<file path="src/rtl/rxw_pkg.sv">
package rxw_pkg;

   typedef enum logic {
      WAKE_ON_IDLE = 1'b0,
      WAKE_ON_MARK = 1'b1
   } wake_mode_e;

   // Bits in one frame: start + data + stop
   function automatic int frame_bits(input int data_bits, input int stop_bits);
      return 1 + data_bits + stop_bits;
   endfunction

endpackage

</file>
<file path="src/rtl/rxw_idle_det.sv">
module rxw_idle_det
   import rxw_pkg::*;
#(
   parameter int NARROW_BITS = 8,
   parameter int STOP_BITS   = 1
) (
   input  logic clk,
   input  logic rst_n,
   input  logic rx_line,
   input  logic bit_stb,
   input  logic start_mark,
   input  logic stop_mark,
   input  logic len9,
   input  logic idle_after_stop,
   output logic idle_hit,
   output logic idle_q
);
   localparam int SHORT_FRAME = frame_bits(NARROW_BITS, STOP_BITS);
   localparam int LONG_FRAME  = frame_bits(NARROW_BITS + 1, STOP_BITS);
   localparam int CW          = $clog2(LONG_FRAME + 1);
   localparam logic [CW-1:0] SHORT_C = CW'(SHORT_FRAME);
   localparam logic [CW-1:0] LONG_C  = CW'(LONG_FRAME);

   generate
      if (NARROW_BITS < 5) begin : g_bad_width
         $error("rxw_idle_det: NARROW_BITS must be at least 5");
      end
      if (STOP_BITS < 1) begin : g_bad_stop
         $error("rxw_idle_det: STOP_BITS must be at least 1");
      end
   endgenerate

   logic [CW-1:0] run_q, run_d, run_inc, frame_len;
   logic          armed_q, armed_d;
   logic          cnt_en_q, cnt_en_d;

   assign frame_len = len9 ? LONG_C : SHORT_C;
   assign run_inc   = run_q + CW'(1);

   always_comb begin
      run_d    = run_q;
      armed_d  = armed_q;
      cnt_en_d = cnt_en_q;
      idle_hit = 1'b0;
      if (bit_stb) begin
         if (start_mark) begin
            run_d    = '0;
            armed_d  = 1'b1;
            cnt_en_d = ~idle_after_stop;
         end else begin
            if (cnt_en_q) begin
               if (rx_line) begin
                  if (run_q < frame_len) run_d = run_inc;
               end else begin
                  run_d = '0;
               end
               if (rx_line && armed_q && (run_inc == frame_len)) begin
                  idle_hit = 1'b1;
                  armed_d  = 1'b0;
               end
            end
            if (stop_mark) cnt_en_d = 1'b1;
         end
      end
   end

   always_ff @(posedge clk) begin
      if (!rst_n) begin
         run_q    <= '0;
         armed_q  <= 1'b1;
         cnt_en_q <= 1'b1;
         idle_q   <= 1'b0;
      end else begin
         run_q    <= run_d;
         armed_q  <= armed_d;
         cnt_en_q <= cnt_en_d;
         idle_q   <= idle_hit;
      end
   end

   // an idle report never repeats on the next cycle
   a_r3_single_idle: assert property (@(posedge clk) disable iff (!rst_n)
      idle_q |=> !idle_q);
   // a start bit clears the run and re-arms
   a_r3_start_clears: assert property (@(posedge clk) disable iff (!rst_n)
      (bit_stb && start_mark) |=> (run_q == '0) && armed_q);
   // after-stop counting holds off data bits
   a_r5_no_count_in_frame: assert property (@(posedge clk) disable iff (!rst_n)
      (bit_stb && start_mark && idle_after_stop) |=> !cnt_en_q);
   // the run never passes the longest frame
   a_r2_run_bound: assert property (@(posedge clk) disable iff (!rst_n)
      run_q <= LONG_C);

endmodule

</file>
<file path="src/rtl/rxw_parity.sv">
module rxw_parity #(
   parameter int WIDE_BITS = 9
) (
   input  logic [WIDE_BITS-1:0] data,
   input  logic                 len9,
   input  logic                 par_en,
   input  logic                 par_odd,
   output logic                 msb,
   output logic                 err
);
   generate
      if (WIDE_BITS < 6) begin : g_bad_width
         $error("rxw_parity: WIDE_BITS must be at least 6");
      end
   endgenerate

   logic [WIDE_BITS-1:0] active;

   generate
      for (genvar i = 0; i < WIDE_BITS; i++) begin : g_mask
         if (i == WIDE_BITS - 1) begin : g_top
            assign active[i] = data[i] & len9;
         end else begin : g_low
            assign active[i] = data[i];
         end
      end
   endgenerate

   assign msb = len9 ? data[WIDE_BITS-1] : data[WIDE_BITS-2];
   assign err = par_en & ((^active) ^ par_odd);

endmodule

</file>
<file path="src/rtl/rxw_sleep.sv">
module rxw_sleep
   import rxw_pkg::*;
(
   input  logic       clk,
   input  logic       rst_n,
   input  logic       sleep_req,
   input  logic       char_done,
   input  logic       msb,
   input  logic       par_bad,
   input  logic       idle_hit,
   input  wake_mode_e wake_mode,
   output logic       asleep_q,
   output logic       rdy_q,
   output logic       err_q,
   output logic       wake_q
);
   logic wake_now, accept;

   always_comb begin
      if (wake_mode == WAKE_ON_MARK) wake_now = asleep_q & char_done & msb;
      else                           wake_now = asleep_q & idle_hit;
      accept = char_done & (~asleep_q | wake_now);
   end

   always_ff @(posedge clk) begin
      if (!rst_n) begin
         asleep_q <= 1'b0;
         rdy_q    <= 1'b0;
         err_q    <= 1'b0;
         wake_q   <= 1'b0;
      end else begin
         asleep_q <= sleep_req | (asleep_q & ~wake_now);
         rdy_q    <= accept;
         err_q    <= accept & par_bad;
         wake_q   <= wake_now;
      end
   end

   // no character is delivered while asleep unless it woke the block
   a_r8_quiet_asleep: assert property (@(posedge clk) disable iff (!rst_n)
      rdy_q |-> (!$past(asleep_q) || wake_q));
   // a parity error only accompanies an accepted character
   a_r6_err_with_rdy: assert property (@(posedge clk) disable iff (!rst_n)
      err_q |-> rdy_q);
   // a wakeup leaves the block awake unless sleep was requested again
   a_r9_wake_clears: assert property (@(posedge clk) disable iff (!rst_n)
      (wake_q && !$past(sleep_req)) |-> !asleep_q);
   // a sleep request always takes effect
   a_r8_sleep_sets: assert property (@(posedge clk) disable iff (!rst_n)
      sleep_req |=> asleep_q);

endmodule

</file>
<file path="src/rtl/rx_wake_idle_ctrl.sv">
module rx_wake_idle_ctrl
   import rxw_pkg::*;
#(
   parameter int WIDE_BITS = 9,
   parameter int STOP_BITS = 1
) (
   input  logic                 clk,
   input  logic                 rst_n,
   input  logic                 rx_line,
   input  logic                 bit_stb,
   input  logic                 start_mark,
   input  logic                 stop_mark,
   input  logic                 char_done,
   input  logic [WIDE_BITS-1:0] char_data,
   input  logic                 len9,
   input  logic                 wake_sel,
   input  logic                 idle_after_stop,
   input  logic                 par_en,
   input  logic                 par_odd,
   input  logic                 sleep_req,
   output logic                 idle_o,
   output logic                 data_rdy_o,
   output logic                 par_err_o,
   output logic                 wake_o,
   output logic                 asleep_o
);
   localparam int NARROW_BITS = WIDE_BITS - 1;

   logic       idle_hit, msb, par_bad;
   wake_mode_e wake_mode;

   assign wake_mode = wake_mode_e'(wake_sel);

   rxw_idle_det #(
      .NARROW_BITS (NARROW_BITS),
      .STOP_BITS   (STOP_BITS)
   ) u_idle (
      .clk             (clk),
      .rst_n           (rst_n),
      .rx_line         (rx_line),
      .bit_stb         (bit_stb),
      .start_mark      (start_mark),
      .stop_mark       (stop_mark),
      .len9            (len9),
      .idle_after_stop (idle_after_stop),
      .idle_hit        (idle_hit),
      .idle_q          (idle_o)
   );

   rxw_parity #(
      .WIDE_BITS (WIDE_BITS)
   ) u_par (
      .data    (char_data),
      .len9    (len9),
      .par_en  (par_en),
      .par_odd (par_odd),
      .msb     (msb),
      .err     (par_bad)
   );

   rxw_sleep u_sleep (
      .clk       (clk),
      .rst_n     (rst_n),
      .sleep_req (sleep_req),
      .char_done (char_done),
      .msb       (msb),
      .par_bad   (par_bad),
      .idle_hit  (idle_hit),
      .wake_mode (wake_mode),
      .asleep_q  (asleep_o),
      .rdy_q     (data_rdy_o),
      .err_q     (par_err_o),
      .wake_q    (wake_o)
   );

   // an idle-mode wakeup coincides with an idle report
   a_r10_idle_wake: assert property (@(posedge clk) disable iff (!rst_n)
      (wake_o && !$past(wake_sel)) |-> idle_o);
   // a mark-mode wakeup delivers the waking character
   a_r9_mark_accepted: assert property (@(posedge clk) disable iff (!rst_n)
      (wake_o && $past(wake_sel)) |-> data_rdy_o);

endmodule

</file>
<file path="config.mk">
export PLATFORM = sky130hd
export DESIGN_NAME = rx_wake_idle_ctrl
export DESIGN_NICKNAME = d
export VERILOG_FILES = /design/src/rtl/rxw_pkg.sv /design/src/rtl/rxw_idle_det.sv /design/src/rtl/rxw_parity.sv /design/src/rtl/rxw_sleep.sv /design/src/rtl/rx_wake_idle_ctrl.sv
export SDC_FILE = /design/constraint.sdc
export NUM_CORES = 1
export LEC_CHECK = 0
export ABC_AREA = 1
export BUFFER_PORTS_ARGS = -buffer_cell sky130_fd_sc_hd__buf_2
export CAP_MARGIN = 30
export CORE_MARGIN = 2
export CORE_UTILIZATION = 47
export CTS_CLUSTER_SIZE = 12
export DETAILED_ROUTE_END_ITERATION = 7
export HOLD_SLACK_MARGIN = 0.02
export PLACE_DENSITY = 0.87
export SETUP_SLACK_MARGIN = 0.05
export SLEW_MARGIN = 25
export SYNTH_ARGS = -nofsm -noshare
export SYNTH_HDL_FRONTEND = slang
export SYNTH_SLANG_ARGS = --single-unit
</file>
<file path="constraint.sdc">
create_clock -name clk -period 1.86 [get_ports clk]
set_clock_uncertainty 0.1 [all_clocks]
set_input_delay 0.372 -clock clk [delete_from_list [all_inputs] [get_ports clk]]
set_output_delay 0.372 -clock clk [all_outputs]
set_load 0.005 [all_outputs]
</file>
==> results of run 1 <==
## cells by family after synthesis
family | Yosys count
flip-flops | 11
AND/OR/NAND/NOR | 63
buffers and inverters | 20
adder cells (fa/ha/maj) | 2
AO/OA/AOI/OAI | 11
XOR/XNOR | 6
## stage by stage
| step | hold WS (ps) | power, uW |
|---|---|---|
| after floorplan | 364 | 344 |
| after global placement | 388 | 389 |
| after detailed placement | 398 | 394 |
| after CTS | 222 | 562 |
| after global routing | 239 | 590 |
| final | 227 | 550 |
## flip-flops by register name, summed over array words and instances, names as in the netlist
name,cells
u_sleep.rdy_q,1
u_idle.run_q,4
u_sleep.wake_q,1
u_sleep.asleep_q,1
u_sleep.err_q,1
u_idle.armed_q,1
u_idle.cnt_en_q,1
u_idle.idle_q,1
## final timing paths
check	startpoint	endpoint
worst max-delay path	u_idle.run_q[0]$_SDFFE_PN0P_	u_sleep.err_q$_SDFF_PN0_
worst min-delay path	stop_mark	u_idle.cnt_en_q$_SDFFE_PN1P_
worst max register to register	u_idle.run_q[0]$_SDFFE_PN0P_	u_sleep.err_q$_SDFF_PN0_
worst min register to register	u_idle.cnt_en_q$_SDFFE_PN1P_	u_idle.cnt_en_q$_SDFFE_PN1P_
## layout by cell type (no fill, tap or decap)
| cell | synthesis | routed |
|---|---|---|
| nor3_1 | 1 | 1 |
| a22oi_1 | 1 | 1 |
| nor2_1 | 10 | 10 |
| a21oi_1 | 5 | 5 |
| clkbuf_4 | 0 | 3 |
| xnor2_2 | 1 | 1 |
| nor2_4 | 1 | 1 |
| o211ai_1 | 1 | 1 |
| nand2_1 | 34 | 34 |
| nand3_2 | 3 | 3 |
| clkbuf_1 | 0 | 1 |
| dfxtp_1 | 11 | 11 |
| inv_1 | 20 | 20 |
| xor2_1 | 2 | 2 |
| nor2_2 | 2 | 2 |
| nand4_1 | 1 | 1 |
| nand3_1 | 8 | 8 |
| xnor2_1 | 3 | 3 |
| ha_1 | 2 | 2 |
| o21ai_0 | 3 | 3 |
| nand2_2 | 3 | 3 |
| o21ai_1 | 1 | 1 |
| buf_2 | 0 | 26 |
## power groups by stage
stage	logic [uW]	clock network, uW	registers (uW)
finish	132	162	256
global route	152	181	257
CTS	134	172	256
detailed placement	133	0	261
global placement	128	0	260
floorplan	83.8	0	260
## routing by layer
metal  track usage [%]  vias up  wire (um)
met5                 0        -          0
met4              10.9        0         31
met3              3.75        2         88
met2              32.2       22        726
met1              18.4      320        593
li1                  -      411          -
## worst max-delay path: stages (launching register included)
cell     delay, ps
dfxtp_1        400
inv_1           90
ha_1           270
inv_1           60
nand2_1         40
nor2_1          80
nand2_1         60
nor2_2         110
nand3_2         90
nand3_2         90
nand2_2         60
nor2_2          90
## final cells by class
cell class / count / area (um2)
timing repair buffer: 26 / 130
multi-input combinational: 82 / 434
inverter: 20 / 75.1
sequential: 11 / 220
clock buffer: 4 / 26.3
fill: 150 / 566
tap: 16 / 20.0
==> summary.md, run 1 <==
| Metric | Value |
|---|---|
| Status | complete, no violations |
| Via count | 755 |
| Gr ovfl total | 0 |
| Crit-path max FO | 4 |
| Post-route insts no fill | 159 |
| Relative slew margins | 85.4% |
| Hold crit path type | primary input to flop |
| Final core occ | 61.6% |
| Largest net degree at the start of global routing | 7 |
| PwrDens | 607 nW/um2 |
| Yosys warnings | 0 |
| R2R Setup Slk | 270 ps |
| Placer Congestion | 0.820 |
| PnR worst setup slack | 272 ps |
| Flops & latches, synth | 11 |
| Design Area, Final | 906 um2 |
| Switching pwr | 163 uW |
| Starting Density | 49.6% |
| Root buf cell | clkbuf_4 |
| Fin crit share | 85.4% |
| Static Leak | 0.000507 uW |
| Worst vdd ir | 0.561 mV |
| DR WL/cell | 9.06 um |
| Setup violators final | 0 |
| Synth Flop Type | dfxtp_1 |
| DP HPWL | 1250 um |
| Min-Delay Path Depth | 3 |
| Syn_nets | 137 |
| Worst-path clk slew | 70 ps |
| Syn Std Cell Area | 729 um2 |
| Routed Antenna Nets | 0 |
| Worst EP required | 1970 ps |
| Sequential area share after synthesis | 30.2% |
| Count of hold-fix buffers inserted at cts | 0 |
| Inst Count DP | 155 |
| Synth area leader | dfxtp_1 |
| Share of cells above drive strength 1 | 27.3% |
| Async S/R FF share, synth | 0% |
| Max cap viols | 0 |
| Post-synth top area share | 30.2% |
| Die H | 43.4 um |
| Vias per Instance | 4.75 |
| Final Max Tran Viols | 0 |
| Internal power | 388 uW |
| Synth-to-layout area growth | 24.2% |
| CTS Buffer Depth | 2 |
| Seq pwr share | 46.5% |
| EDFF count, synth | 0 |
| Setup TNS | 0 ps |
| Initial antenna violation count | 0 |
| Fraction of power consumed by combinational cells | 24.0% |
| Worst Path Arrival | 1700 ps |
| CP endpoint kind | flop |
| Post-route DRC | 0 |
| F_max | 630 MHz |
| Top-count cell post-synth | nand2_1 |
| Pre-CTS worst setup slack | 252 ps |
| Largest family of logic cells by synthesized area | simple AND/OR/NAND/NOR gates |
| Cell variety after synth | 20 |
| Worst-margin pin slew | 217 ps |
| CTS H-tree lvls | 1 |
| R2R depth | 11 |
| Vias in the first global route | 686 |
| Mux share of post-synthesis cell area | 0% |
| Syn Inst Count | 113 |
| Post-Synth Adder-Cell Area | 3.43% |
| Post-CTS Resized | 0 |
| Core Rows | 14 |
| Clock group share of total power | 29.5% |
| CTS buffer count | 3 |
| Area of the core | 1470 um2 |
| Switch share | 29.6% |
| Synth Area in XOR/XNOR | 8.23% |
| Routed WL | 1440 um |
| Worst-Skew Late Latency | 270 ps |
| Unrepaired setup endpoints after global routing | no |
| Buffers added on ports | 26 |
| First-pass GRT wire length | 2480 um |
| Placed cell area | 880 um2 |
| Die area | 1880 um2 |
| Total GRT Usage | 17.7% |
| Initial drt markers | 8 |
| # nets final | 168 |
| Post-synth top cells | nand2_1 (34), inv_1 (20), dfxtp_1 (11), nor2_1 (10), nand3_1 (8) |
| Clock sink count | 11 |
| I/O pins | 27 |
| Minimum clock period | 1590 ps |
| Die Span X | 43.4 um |
| Startpoint types | flop |
| Simple-gate share of the synthesized area | 39.6% |
| Top cells by area, synth | dfxtp_1 (30%), nand2_1 (17%), inv_1 (10%) |
| Setup bufs post-CTS | 0 |
| Synth Area per Inst | 6.46 um2 |
| Diode count | 0 |
| WS Path Type | flop to flop |
| Pre-antenna DRT Iters | 3 |
| TritonCTS clock tree | yes |
| Post-synthesis compound-gate area fraction | 8.23% |
| Final Hold Fails | 0 |
No activity file was read; power rests on OpenSTA's default activity.
==> run 2, diff against run 1 <==
--- a/config.mk
+++ b/config.mk
@@ -9,11 +9,11 @@
 export BUFFER_PORTS_ARGS = -buffer_cell sky130_fd_sc_hd__buf_2
 export CAP_MARGIN = 30
 export CORE_MARGIN = 2
-export CORE_UTILIZATION = 47
+export CORE_UTILIZATION = 42
 export CTS_CLUSTER_SIZE = 12
 export DETAILED_ROUTE_END_ITERATION = 7
 export HOLD_SLACK_MARGIN = 0.02
-export PLACE_DENSITY = 0.87
+export PLACE_DENSITY = 0.82
 export SETUP_SLACK_MARGIN = 0.05
 export SLEW_MARGIN = 25
 export SYNTH_ARGS = -nofsm -noshare
==> constraint.sdc (replaced) <==
create_clock -name clk -period 1.44 [get_ports clk]
set_clock_uncertainty 0.1 [all_clocks]
set_input_delay 0.288 -clock clk [delete_from_list [all_inputs] [get_ports clk]]
set_output_delay 0.288 -clock clk [all_outputs]
set_load 0.005 [all_outputs]
==> summary.md, run 2 (synthesis results as in run 1) <==
| Metric | Value |
|---|---|
| Crit path max-delay cell type | dfxtp_2 |
| First-pass GRT wire length | 2690 um |
| Worst-margin pin slew | 206 ps |
| Routed Antenna Nets | 0 |
| Placer Congestion | 0.864 |
| # nets final | 172 |
| Setup violators final | 2 |
| Buffers added on ports | 26 |
| DP HPWL | 1400 um |
| Design Area, Final | 963 um2 |
| CTS Buffer Depth | 2 |
| Routed WL | 1660 um |
| Minimum clock period | 1450 ps |
| Total GRT Usage | 17.8% |
| Die Span X | 45.7 um |
| TritonCTS clock tree | yes |
| FILL cells | 174 |
| Vias per Instance | 4.81 |
| Unrepaired setup endpoints after global routing | yes |
| CTS buffer count | 3 |
| Area of the core | 1670 um2 |
| Gr ovfl total | 0 |
| Vias in the first global route | 716 |
| F_max | 691 MHz |
| Max FFs per register | 4 |
| Static Leak | 0.000528 uW |
| Pre-antenna DRT Iters | 4 |
| PnR worst setup slack | -8.19 ps |
| Final Hold Fails | 0 |
| PwrDens | 777 nW/um2 |
| Worst Path Arrival | 1560 ps |
| Hold crit path type | primary input to flop |
| Crit-path max cell delay | 360 ps |
| Starting Density | 43.7% |
| Root buf cell | clkbuf_4 |
| Post-route DRC | 0 |
| R2R Setup Slk | -8 ps |
| Max cap viols | 0 |
| Crit-path max FO | 3 |
| Commonest non-fill, non-tap cell in the layout | nand2_1 |
| Share of cells above drive strength 1 | 34.7% |
| Startpoint types | flop |
| CP endpoint kind | flop |
| WS Path Type | flop to flop |
| Cell breakdown of the critical path | inv_2 -> ha_4 -> inv_2 -> nand2_2 -> nor2_1 -> nand2_1 -> nor2_2 -> nand3_2 -> nand3_2 -> nand2_2 -> nor2_2 |
| Core Rows | 15 |
| Synth-to-layout area growth | 32.1% |
| Worst-Skew Late Latency | 280 ps |
| Die area | 2090 um2 |
| Final Max Tran Viols | 0 |
| Setup TNS | -14.8 ps |
| Placed cell area | 917 um2 |
| Clock sink count | 11 |
| Highest-count cells in the layout ignoring fill and taps | nand2_1 (33), buf_2 (26), inv_1 (18) |
| Worst vdd ir | 0.553 mV |
| Inst Count DP | 159 |
| CTS H-tree lvls | 1 |
| Final core occ | 57.7% |
| Initial drt markers | 17 |
| Worst EP required | 1550 ps |
| Power Total | 749 uW |
| Relative slew margins | 86.2% |
| Die H | 45.7 um |
| Status | complete, but fails checks |
| DR WL/cell | 10.1 um |
| I/O pins | 27 |
| Post-route insts no fill | 164 |
| Largest net degree at the start of global routing | 7 |
| Diode count | 0 |
| Count of hold-fix buffers inserted at cts | 0 |
| Initial antenna violation count | 0 |
| Worst-path clk slew | 80 ps |
| Fin crit share | 101% |
| Failing checks | negative setup slack |
| Largest Register | u_idle.run_q |
| Via count | 789 |
-- run 2: per-layer routing --
metal  track usage [%]  vias up  wire (um)
met5                 0        -          0
met1              20.2      342        672
met2              32.1       24        875
met3              3.57        2         93
li1                  -      421          -
met4              6.47        0         14
-- run 2: power breakdown --
| part | total (uW) | switching [uW] | internal, uW |
|---|---|---|---|
| sequential | 330 | 12.0 | 318 |
| combinational | 200 | 108 | 92.1 |
| clock | 219 | 112 | 107 |
-- run 2: final cells by class --
class	count	area, um2	area share [%]
multi-input cells	82	459	47.7
well taps	17	21.3	2.21
repair buffers	30	160	16.6
inverters	20	75.1	7.79
flip-flops and latches	11	221	23.0
clock buffers	4	26.3	2.73
-- run 2: worst max-delay path: cells and delay by family, from the launching register on --
kind,cells,cell delay [ps]
adder cells (fa/ha/maj),1,210
buffers and inverters,2,90
flip-flops,1,360
AND/OR/NAND/NOR,8,610
-- run 2: path summary, 6_finish.rpt --
check                               start  cells after the start                      endpoint
min                             stop_mark                      3  u_idle.cnt_en_q$_SDFFE_PN1P_
max reg2reg  u_idle.run_q[0]$_SDFFE_PN0P_                     11      u_sleep.err_q$_SDFF_PN0_
min reg2reg  u_idle.cnt_en_q$_SDFFE_PN1P_                      2  u_idle.cnt_en_q$_SDFFE_PN1P_
max          u_idle.run_q[0]$_SDFFE_PN0P_                     11      u_sleep.err_q$_SDFF_PN0_
-- run 2: stage by stage --
step | hold slack [ps] | setup WS, ps
2_1_floorplan | 308 | 58.7
6_report | 148 | -8.19
5_1_grt | 156 | -140
4_1_cts | 159 | 11.2
3_3_place_gp | 381 | -45.6
3_5_place_dp | 412 | -107
-- run 2: what timing repair did --
action | CTS | global route
setup buffers | 1 | 0
setup endpoints to repair | 8 | 10
pin swaps | 4 | 0
resized for setup | 4 | 3
